<file path="src/rtl/ramp_adc_pkg.sv">
package ramp_adc_pkg;
    localparam int NDIG   = 3;
    localparam int DIG_W  = 4;
    localparam int SEG_W  = 7;
    localparam int SYNC_N = 2;

    typedef enum logic [1:0] {
        ST_IDLE,
        ST_CLEAR,
        ST_COUNT,
        ST_STROBE
    } conv_state_t;
endpackage

</file>
<file path="src/rtl/cmp_sync.sv">
module cmp_sync #(
    parameter int STAGES = 2
) (
    input  logic clk,
    input  logic rst_n,
    input  logic async_in,
    output logic sync_out
);
    logic [STAGES-1:0] chain_q;

    always_ff @(posedge clk or negedge rst_n) begin
        if (!rst_n) chain_q <= '0;
        else        chain_q <= {chain_q[STAGES-2:0], async_in};
    end

    assign sync_out = chain_q[STAGES-1];
endmodule

</file>
<file path="src/rtl/adc_seq_fsm.sv">
module adc_seq_fsm
    import ramp_adc_pkg::*;
(
    input  logic clk,
    input  logic rst_n,
    input  logic start_req,
    input  logic cmp_lvl,
    input  logic cmp_fall,
    output logic cnt_en,
    output logic load_pulse,
    output logic clr_pulse
);
    conv_state_t state_q, state_d;

    always_ff @(posedge clk or negedge rst_n) begin
        if (!rst_n) state_q <= ST_IDLE;
        else        state_q <= state_d;
    end

    always_comb begin
        state_d = state_q;
        unique case (state_q)
            ST_IDLE:   state_d = ST_IDLE;
            ST_CLEAR:  state_d = ST_COUNT;
            ST_COUNT:  if (cmp_fall) state_d = ST_STROBE;
            ST_STROBE: state_d = ST_CLEAR;
            default:   state_d = ST_IDLE;
        endcase
        if (start_req) state_d = ST_CLEAR;
    end

    always_comb begin
        cnt_en     = 1'b0;
        load_pulse = 1'b0;
        clr_pulse  = 1'b0;
        unique case (state_q)
            ST_IDLE:   ;
            ST_CLEAR:  clr_pulse  = 1'b1;
            ST_COUNT:  cnt_en     = cmp_lvl;
            ST_STROBE: load_pulse = 1'b1;
            default:   ;
        endcase
    end
endmodule

</file>
<file path="src/rtl/bcd_chain.sv">
module bcd_chain #(
    parameter int NDIG  = 3,
    parameter int DIG_W = 4
) (
    input  logic                       clk,
    input  logic                       rst_n,
    input  logic                       clr,
    input  logic                       en,
    output logic [NDIG-1:0][DIG_W-1:0] digits,
    output logic                       sat
);
    localparam logic [DIG_W-1:0] NINE = DIG_W'(9);

    logic [NDIG:0]   carry;
    logic [NDIG-1:0] is_nine;
    logic            all_nine;

    assign all_nine = &is_nine;
    assign carry[0] = en & ~all_nine;

    for (genvar i = 0; i < NDIG; i++) begin : g_dig
        assign is_nine[i]  = (digits[i] == NINE);
        assign carry[i+1]  = carry[i] & is_nine[i];

        always_ff @(posedge clk or negedge rst_n) begin
            if (!rst_n)        digits[i] <= '0;
            else if (clr)      digits[i] <= '0;
            else if (carry[i]) digits[i] <= is_nine[i] ? '0 : digits[i] + 1'b1;
        end
    end

    always_ff @(posedge clk or negedge rst_n) begin
        if (!rst_n)              sat <= 1'b0;
        else if (clr)            sat <= 1'b0;
        else if (en && all_nine) sat <= 1'b1;
    end
endmodule

</file>
<file path="src/rtl/seg7_dec.sv">
module seg7_dec #(
    parameter int DIG_W = 4,
    parameter int SEG_W = 7
) (
    input  logic [DIG_W-1:0] code,
    input  logic             blank,
    output logic [SEG_W-1:0] seg
);
    always_comb begin
        unique case (code)
            4'd0:    seg = 7'h3F;
            4'd1:    seg = 7'h06;
            4'd2:    seg = 7'h5B;
            4'd3:    seg = 7'h4F;
            4'd4:    seg = 7'h66;
            4'd5:    seg = 7'h6D;
            4'd6:    seg = 7'h7D;
            4'd7:    seg = 7'h07;
            4'd8:    seg = 7'h7F;
            4'd9:    seg = 7'h6F;
            default: seg = 7'h00;
        endcase
        if (blank) seg = '0;
    end
endmodule

</file>
<file path="src/rtl/ramp_adc_ctrl.sv">
module ramp_adc_ctrl
    import ramp_adc_pkg::*;
(
    input  logic       clk,
    input  logic       rst_n,
    input  logic       start_req,
    input  logic       cmp_in,
    output logic       ramp_clr,
    output logic       strobe,
    output logic       result_valid,
    output logic       over_range,
    output logic [3:0] dig_units,
    output logic [3:0] dig_tens,
    output logic [3:0] dig_hundreds,
    output logic [6:0] seg_units,
    output logic [6:0] seg_tens,
    output logic [6:0] seg_hundreds
);
    logic cmp_lvl, cmp_lvl_d, cmp_fall;
    logic cnt_en, load_pulse, clr_pulse, sat;
    logic [NDIG-1:0][DIG_W-1:0] cnt_dig, held_dig;
    logic [NDIG-1:0][SEG_W-1:0] seg_all;
    logic held_ovr, held_vld;

    cmp_sync #(.STAGES(SYNC_N)) i_sync (
        .clk(clk), .rst_n(rst_n), .async_in(cmp_in), .sync_out(cmp_lvl)
    );

    always_ff @(posedge clk or negedge rst_n) begin
        if (!rst_n) cmp_lvl_d <= 1'b0;
        else        cmp_lvl_d <= cmp_lvl;
    end
    assign cmp_fall = cmp_lvl_d & ~cmp_lvl;

    adc_seq_fsm i_fsm (
        .clk(clk), .rst_n(rst_n), .start_req(start_req),
        .cmp_lvl(cmp_lvl), .cmp_fall(cmp_fall),
        .cnt_en(cnt_en), .load_pulse(load_pulse), .clr_pulse(clr_pulse)
    );

    bcd_chain #(.NDIG(NDIG), .DIG_W(DIG_W)) i_cnt (
        .clk(clk), .rst_n(rst_n), .clr(clr_pulse), .en(cnt_en),
        .digits(cnt_dig), .sat(sat)
    );

    always_ff @(posedge clk or negedge rst_n) begin
        if (!rst_n) begin
            held_dig <= '0;
            held_ovr <= 1'b0;
            held_vld <= 1'b0;
        end else if (load_pulse) begin
            held_dig <= cnt_dig;
            held_ovr <= sat;
            held_vld <= 1'b1;
        end
    end

    for (genvar i = 0; i < NDIG; i++) begin : g_seg
        seg7_dec #(.DIG_W(DIG_W), .SEG_W(SEG_W)) i_dec (
            .code(held_dig[i]), .blank(~held_vld), .seg(seg_all[i])
        );
    end

    assign ramp_clr     = clr_pulse;
    assign strobe       = load_pulse;
    assign result_valid = held_vld;
    assign over_range   = held_ovr;
    assign dig_units    = held_dig[0];
    assign dig_tens     = held_dig[1];
    assign dig_hundreds = held_dig[2];
    assign seg_units    = seg_all[0];
    assign seg_tens     = seg_all[1];
    assign seg_hundreds = seg_all[2];
endmodule

</file>
<file path="config.mk">
export PLATFORM = sky130hd
export DESIGN_NAME = ramp_adc_ctrl
export DESIGN_NICKNAME = d
export VERILOG_FILES = /design/src/rtl/ramp_adc_pkg.sv /design/src/rtl/cmp_sync.sv /design/src/rtl/adc_seq_fsm.sv /design/src/rtl/bcd_chain.sv /design/src/rtl/seg7_dec.sv /design/src/rtl/ramp_adc_ctrl.sv
export SDC_FILE = /design/constraint.sdc
export NUM_CORES = 1
export LEC_CHECK = 0
export BUFFER_PORTS_ARGS = -buffer_cell sky130_fd_sc_hd__buf_2
export CELL_PAD_IN_SITES_DETAIL_PLACEMENT = 2
export CELL_PAD_IN_SITES_GLOBAL_PLACEMENT = 2
export CORE_MARGIN = 2
export CORE_UTILIZATION = 35
export CTS_CLUSTER_SIZE = 10
export DETAILED_ROUTE_END_ITERATION = 7
export PLACE_DENSITY_LB_ADDON = 0.1
export SLEW_MARGIN = 10
export SYNTH_ARGS = -nofsm -noshare
export SYNTH_HDL_FRONTEND = slang
export SYNTH_HIERARCHICAL = 1
export SYNTH_SLANG_ARGS = --single-unit
</file>
<file path="constraint.sdc">
create_clock -name clk -period 2.4 [get_ports clk]
set_clock_uncertainty 0.2 [all_clocks]
set_input_delay 0.12 -clock clk [delete_from_list [all_inputs] [get_ports clk]]
set_output_delay 0.12 -clock clk [all_outputs]
set_load 0.005 [all_outputs]
</file>
* Word level (Yosys, flattened, before mapping)
Memory sizes are Yosys's and may differ from the RTL's. Cells that the tools add are included.
Word-level totals: memories 3, bits in registers 32, ROM bits 336
Memories:
- (name not given) | depth 16, bits a word 7, read ports 1, clocked after memory_dff 0, wr ports 0, line seg7_dec.sv:10 | unique case (code)
- (name not given) | depth 16, bits a word 7, read ports 1, clocked after memory_dff 0, wr ports 0, line seg7_dec.sv:10
- (name not given) | depth 16, bits a word 7, read ports 1, clocked after memory_dff 0, wr ports 0, line seg7_dec.sv:10
Cells by class: muxes and demuxes 20, bitwise operators 6, equal/unequal tests 7, add/subtract/negate cells 3, reductions and logical operators 7
Operator list (number):
- $mux 4 | 9
- $mux 7 | 3
- $add 4x1->4 const B | 3
- $eq 4x4->1 const B | 3
- $pmux 2 s4 | 1
- $reduce_bool 2->1 | 4
- $mux 1 | 5
- $and 1x1->1 | 4
- $eq 2x2->1 const B | 2
- $mux 2 | 2
- $ne 3x3->1 const B | 1
- $reduce_and 3->1 | 1
- $eq 2x1->1 const B | 1
- $logic_not 2->1 | 1
- $not 1->1 | 2
- $logic_and 1x1->1 | 1

* Logic depth before layout (Yosys ltp)
Gate-level depths: netlist of the first run.
depth after elaboration 8, gate-level depth with buffers 8, gate-level depth less buffers 6

* Modules after synthesis
The synthesis of the first run kept the hierarchy.
By module, submodules not included:
- bcd_chain | sequential area each 325.3 um2, cells each 85, area each 833.3 um2, instances 1
- seg7_dec | sequential area each 0.0 um2, cells each 31, area each 230.2 um2, instances 3
- ramp_adc_ctrl | sequential area each 375.4 um2, cells each 32, area each 549.3 um2, instances 1
- adc_seq_fsm | sequential area each 50.0 um2, cells each 15, area each 160.2 um2, instances 1
- cmp_sync | sequential area each 50.0 um2, cells each 2, area each 50.0 um2, instances 1

* Least setup slack after synthesis of the first run
No wires, ideal clock.
path type reg2reg, from register i_fsm.state_q[0], to register i_cnt/digits[4] (netlist name), setup time 0.125 ns, cell stages (with the launch flop) 9, data arrival time 1.637 ns, setup slack 0.438 ns, cell sequence dfrtp_1 -> inv_1 -> ha_1 -> and2_1 -> buf_4 -> nand4b_4 -> buf_6 -> a21oi_1 -> mux2_2
On the way: word-level cells in the longest chain between the ends 5
Ends and longest elaborated chain:
- start: declaration | line adc_seq_fsm.sv:13 | conv_state_t state_q, state_d;
- start signal: assignment | line adc_seq_fsm.sv:17 | else state_q <= state_d;
- $eq 2x2->1 | line adc_seq_fsm.sv:36 | unique case (state_q)
- $mux 1 | line adc_seq_fsm.sv:36
- net cnt_en | line ramp_adc_ctrl.sv:20 | logic cnt_en, load_pulse, clr_pulse, sat;
- $and 1x1->1 | line bcd_chain.sv:19 | assign carry[0] = en & ~all_nine;
- $and 1x1->1 | line bcd_chain.sv:23 | assign carry[i+1] = carry[i] & is_nine[i];
- $reduce_bool 2->1 (no source line)
- end signal: indexed assignment | line bcd_chain.sv:28 | else if (carry[i]) digits[i] <= is_nine[i] ? '0 : digits[i] + 1'b1;
- end: declaration | line bcd_chain.sv:9 | output logic [NDIG-1:0][DIG_W-1:0] digits,
The timed path passes the listed nets, and every way through them passes these cells. A chain may end at the register's enable or synchronous reset.

* Worst setup path after layout of the first run
from register i_fsm.state_q[0], to register i_cnt/digits[9] (netlist name)
On the way: word-level cells in the longest chain between the ends 6
Ends and longest elaborated chain (line):
- $eq 2x2->1 | adc_seq_fsm.sv:36
- $mux 1 | adc_seq_fsm.sv:36
- net cnt_en | ramp_adc_ctrl.sv:20
- $and 1x1->1 | bcd_chain.sv:19
- $and 1x1->1 (2 in series) | bcd_chain.sv:23
- $reduce_bool 2->1 (no source line)
The timed path passes the listed nets, and every way through them passes these cells.

==> impl_metrics.env, run 1 <==
export IMPL_status="complete, no violations"
export IMPL_root_buffer="clkbuf_8"
export IMPL_clk_pin_slew_ns=0.07
export IMPL_synth_nets=256
export IMPL_wl_um=5570
export IMPL_grt_remaining_overflow=0
export IMPL_numCtsBuffers=5
export IMPL_synth_most_common_cell="dfrtp_1"
export IMPL_peakVddDrop_mv=0.438
export IMPL_yosys_warnings=6
export IMPL_die_area_um2=7190
export IMPL_synthDominantCellAreaShare_pct=35.1
export IMPL_cp_arrival_ns=2.18
export IMPL_synth_area_leader_cell="dfrtp_1"
export IMPL_power_density_nw_per_um2=534
export IMPL_fin_setup_tns_ns=0
export IMPL_io_buffers=40
export IMPL_gp_congestion=0.746
export IMPL_yosysUniqueCellTypes=43
export IMPL_ys_seq_area_share_pct=35.1
export IMPL_setup_viol=0
export IMPL_rows=29
export IMPL_synth_common_cells="dfrtp_1 (32), ha_1 (25), a21oi_1 (16), inv_1 (14), mux2_2 (14)"
export IMPL_fillCellCount=704
export IMPL_place_area_um2=2530
export IMPL_nNetsFinal=300
export IMPL_clockBufferDepth=2
export IMPL_firstDrtPassIters=4
export IMPL_syn_inst=227
export IMPL_synth_edf_count=0
export IMPL_io_pin_count=41
export IMPL_grt_pass1_vias=1963
export IMPL_fin_cells=349
export IMPL_vias_per_cell=5.22
export IMPL_final_area_um2=2680
export IMPL_layout_setup_ws_ns=0.218
export IMPL_ctsResizeCount=0
export IMPL_syn_avg_cell_area_um2=10.1
export IMPL_yosys_top_cells_area="dfrtp_1 (35%), ha_1 (14%), mux2_2 (6.9%)"
export IMPL_crit_fanout=14
export IMPL_fin_crit_sh_pct=90.9
export IMPL_worst_pin_slew_ns=0.739
export IMPL_cts_sinks=32
export IMPL_netlist_area_um2=2280
export IMPL_fp_dieH_um=84.8
export IMPL_drtAntennaViolNets=0
export IMPL_grtUsageTotal_pct=16.7
export IMPL_hold_viol_final=0
export IMPL_start_util_pct=36.2
export IMPL_utilization_pct=42.5
export IMPL_avgRoutedWirePerCell_um=16.0
export IMPL_worstSetupEndpointType="flip-flop"
export IMPL_vias=1823
export IMPL_grt_met2_usage_pct=28.6
export IMPL_start_kind="flip-flop"
export IMPL_max_freq_mhz=458
export IMPL_postCtsSetupRepairBufs=0
export IMPL_drc=0
export IMPL_drt_iter0_markers=39
export IMPL_fin_crit_ns=2.18
export IMPL_cts_tree="yes"
export IMPL_critPathKind="reg -> reg"
export IMPL_dp_slack_ns=0.236
export IMPL_synth_ff_type="dfrtp_1"
export IMPL_report_final_slew_viol_count=0
export IMPL_holdWs_ns=0.156
export IMPL_grt_pass1_wl_um=9910
export IMPL_top_usage_layer="met2"
export IMPL_syn2layout_area_growth_pct=17.5
export IMPL_die_width_um=84.8
export IMPL_num_antenna_cells=0
export IMPL_power_total_mw=1.43
export IMPL_antenna_found_initial=0
export IMPL_min_delay_path_class="reg -> reg"
export IMPL_drive_above_1_share_pct=27.2
export IMPL_worstPathRequired_ns=2.40
export IMPL_leakage_nw=1.26
export IMPL_relSlewSlack_pct=50.7
export IMPL_rsz0062_at_grt="no"
export IMPL_core_um2=6310
export IMPL_ys_seq_elements=32
export IMPL_cap_viol_max_count=0
export IMPL_clkLatencyLatePin_ns=0.29
export IMPL_ctsHoldBuffers=3
export IMPL_use_met1_pct=21.9
export IMPL_met3_usage_pct=2.95
export IMPL_placed_cells=338
export IMPL_cts_max_level=2
export IMPL_dp_hpwl_um=4100
export IMPL_async_reset_ff_share_pct=100
export IMPL_grt_start_max_net_pins=33
-- kinds of logic after synthesis --
family | share of synthesized area, %
buffers and inverters | 5.64
and+or+nand+nor | 21.6
xor gates and xnor gates | 1.15
DFF | 35.1
AOI/OAI and AO/OA | 13.8
adders and majority gates | 13.7
muxes | 9.10
-- placed cells by master (no fill, tap or decap), types with 2 or more instances in the layout --
master         Yosys  routed
buf_2              0      40
dfrtp_1           32      32
ha_1              25      25
a21oi_1           16      16
inv_1             14      14
mux2_2            14      14
nor2_1            13      13
nand2b_1          13      13
o22ai_1            9       9
nor2b_1            8       8
o31ai_1            8       8
clkbuf_8           0       7
or2_1              6       6
mux2i_1            5       5
or4_1              4       4
nand2_1            4       4
a31oi_1            4       4
nand2b_4           3       3
or2_0              3       3
a21o_1             3       3
o21ai_1            3       3
xnor2_1            3       3
dlygate4sd3_1      0       3
nand3_1            3       3
o21ai_0            3       3
or3_1              3       3
buf_4              1       3
and3b_1            2       2
and4b_2            2       2
nor3b_1            2       2
-- area by class of cell --
type / count / area, um^2 / area share (%)
Clock buffer: 7 / 96.3 / 3.59
Clock inverter: 1 / 30.0 / 1.12
Inverter: 14 / 52.6 / 1.96
Multi-Input combinational cell: 172 / 1350 / 50.5
Sequential cell: 32 / 801 / 29.9
Tap cell: 77 / 96.3 / 3.59
Timing Repair Buffer: 46 / 253 / 9.42
-- state kept, by name (all words and copies together), names as in the netlist --
name and count:
i_sync/chain_q 2, i_cnt/digits 12, i_fsm/state_q 2, over_range 1, result_valid 1, dig_units 4
i_cnt/sat 1, dig_hundreds 4, cmp_lvl_d 1, dig_tens 4
-- metal layers --
| layer | vias up | part of all wire [%] |
|---|---|---|
| met4 | 0 | 1.0 |
| met2 | 26 | 48 |
| met3 | 6 | 3.1 |
| li1 | 887 | - |
| met5 | - | 0 |
| met1 | 904 | 47 |
-- report_power, final --
group          switching, mW  internal (mW)  leakage [nW]
Clock                  0.202          0.366        0.0645
Sequential            0.0264          0.559         0.431
Combinational          0.155          0.125         0.762
Total                  0.384           1.05          1.26
-- critical path, cell delays in order, from the launching register on --
cell and delay (ns):
dfrtp_1 0.40, inv_1 0.11, ha_1 0.22, and2_1 0.21, nand4b_4 0.22, or4_1 0.57
a21oi_1 0.16
-- worst paths after layout --
path,start,slack (ns),end,cells past startpoint
worst max-delay path,i_fsm/state_q[0],0.22,i_cnt/digits[9],6
worst min-delay path,i_sync/chain_q[0],0.16,i_sync/chain_q[1],0
worst max register to register,i_fsm/state_q[0],0.22,i_cnt/digits[9],6
worst min register to register,i_sync/chain_q[0],0.16,i_sync/chain_q[1],0
max in group asynchronous,rst_n,1.33,dig_hundreds[1],2
min in group asynchronous,rst_n,0.21,i_fsm/state_q[0],2
(Power assumes the default switching activity.)
==> run 2: changes to the inputs <==
--- a/config.mk
+++ b/config.mk
@@ -12,6 +12,8 @@
 export CORE_UTILIZATION = 35
 export CTS_CLUSTER_SIZE = 10
 export DETAILED_ROUTE_END_ITERATION = 7
+export GPL_TIMING_DRIVEN = 0
+export MAX_ROUTING_LAYER = met4
 export PLACE_DENSITY_LB_ADDON = 0.1
 export SLEW_MARGIN = 10
 export SYNTH_ARGS = -nofsm -noshare
==> run 2 against run 1 <==
Compared with the run above: setup slack better by 0.0092 ns; non-clock buffer count is 6 higher; register-to-register slack hardly changed; clock power is 23% lower; global-route usage is 0.11 points higher; count of clock-buffer cells in the layout stayed put; sequential cell count stayed put; critical path type unchanged.
==> impl_metrics.env, run 2 (synthesized netlist as in run 1, its figures left out) <==
export IMPL_placed_cells=344
export IMPL_antenna_found_initial=0
export IMPL_layout_commonest_cell="buf_2"
export IMPL_hold_viol_final=0
export IMPL_ctsHoldBuffers=3
export IMPL_power_total_mw=1.31
export IMPL_vias=1866
export IMPL_firstDrtPassIters=4
export IMPL_crit_family="buffers and inverters"
export IMPL_cts_sinks=32
export IMPL_status="complete, no violations"
export IMPL_worst_pin_slew_ns=0.710
export IMPL_fin_cells=354
export IMPL_gp_congestion=0.719
export IMPL_nNetsFinal=306
export IMPL_die_width_um=84.8
export IMPL_cts_tree="yes"
export IMPL_clkLatencyLatePin_ns=0.27
export IMPL_final_area_um2=2710
export IMPL_dp_hpwl_um=4050
export IMPL_max_freq_mhz=460
export IMPL_io_buffers=40
export IMPL_die_area_um2=7190
export IMPL_core_um2=6310
export IMPL_layout_setup_ws_ns=0.227
export IMPL_rows=29
export IMPL_fin_setup_tns_ns=0
export IMPL_mostFrequentLayoutCells="buf_2 (40), dfrtp_1 (32), ha_1 (25)"
export IMPL_fp_dieH_um=84.8
export IMPL_ctsResizeCount=0
export IMPL_grt_remaining_overflow=0
export IMPL_grtUsageTotal_pct=16.9
export IMPL_drt_iter0_markers=41
export IMPL_drive_above_1_share_pct=27.8
export IMPL_num_antenna_cells=0
export IMPL_grt_pass1_vias=1911
export IMPL_start_util_pct=36.2
export IMPL_avgRoutedWirePerCell_um=15.2
export IMPL_drc=0
export IMPL_wl_um=5380
export IMPL_postCtsSetupRepairBufs=0
export IMPL_peakVddDrop_mv=0.311
export IMPL_fin_crit_sh_pct=90.5
export IMPL_fin_crit_ns=2.17
export IMPL_cpPeakStageDelay_ns=0.40
export IMPL_worstSetupEndpointType="flip-flop"
export IMPL_vias_per_cell=5.27
export IMPL_clockBufferDepth=2
export IMPL_setup_viol=0
export IMPL_cp_arrival_ns=2.14
export IMPL_worstPathRequired_ns=2.36
export IMPL_report_final_slew_viol_count=0
export IMPL_critPathKind="reg -> reg"
export IMPL_io_pin_count=41
export IMPL_dp_slack_ns=0.224
export IMPL_rrSetupSlack_ns=0.23
export IMPL_seq_area_um2=801
export IMPL_min_delay_path_class="reg -> reg"
export IMPL_place_area_um2=2580
export IMPL_grt_start_max_net_pins=33
export IMPL_critPathSlowestCell="dfrtp_1"
export IMPL_multi_input_area_um2=1350
export IMPL_power_density_nw_per_um2=483
export IMPL_drtAntennaViolNets=0
export IMPL_timing_critical_path_buf_inv=3
export IMPL_crit_fanout=10
export IMPL_crit_chain="inv_1 -> ha_1 -> and2_1 -> buf_4 -> nand4b_4 -> buf_6 -> a21oi_1 -> mux2_2"
export IMPL_cap_viol_max_count=0
export IMPL_rsz0062_at_grt="no"
export IMPL_syn2layout_area_growth_pct=18.5
export IMPL_relSlewSlack_pct=52.6
export IMPL_fillCellCount=704
export IMPL_numCtsBuffers=5
export IMPL_clk_pin_slew_ns=0.06
export IMPL_leakage_nw=1.27
export IMPL_largest_reg_flops=12
export IMPL_root_buffer="clkbuf_8"
export IMPL_regMostFlops="i_cnt/digits"
export IMPL_start_kind="flip-flop"
export IMPL_grt_pass1_wl_um=9570
export IMPL_cts_max_level=2
==> run 2: final cells by class <==
| cell class | count | share of cell area (%) |
|---|---|---|
| Inverter | 14 | 1.94 |
| Sequential cell | 32 | 29.6 |
| Timing Repair Buffer | 43 | 8.51 |
| Tap cell | 77 | 3.56 |
| Multi-Input combinational cell | 172 | 50.0 |
| Clock buffer | 7 | 3.56 |
| Buffer | 9 | 2.82 |
==> run 2: final timing paths <==
check / depth (start not counted) / endpoint / start
min: 0 / i_sync/chain_q[1] / i_sync/chain_q[0]
max: 8 / i_cnt/digits[4] / i_fsm/state_q[0]
min in group asynchronous: 2 / i_fsm/state_q[1] / rst_n
max in group asynchronous: 2 / i_cnt/digits[11] / rst_n
max reg2reg: 8 / i_cnt/digits[4] / i_fsm/state_q[0]
min reg2reg: 0 / i_sync/chain_q[1] / i_sync/chain_q[0]
==> run 2: per-layer routing <==
layer	vias up	GRT usage (%)	wire (um)
met4	0	3.90	41
li1	913	-	-
met5	-	-	0
met1	920	23.0	2590
met2	28	26.5	2570
met3	5	2.65	179
==> run 2: power breakdown <==
part	switching [mW]	internal (mW)	total, mW
registers	0.0259	0.559	0.585
logic	0.159	0.124	0.283
clock network	0.183	0.255	0.438
==> run 2: per-stage QoR <==
| stage | hold slack, ns | util [%] |
|---|---|---|
| after detailed placement | 0.0298 | 40.9 |
| after global placement | 0.0296 | 40.9 |
| final | 0.149 | 42.9 |
| after global routing | 0.166 | 42.9 |
| after CTS | 0.152 | 42.9 |
| after floorplan | -0.376 | - |
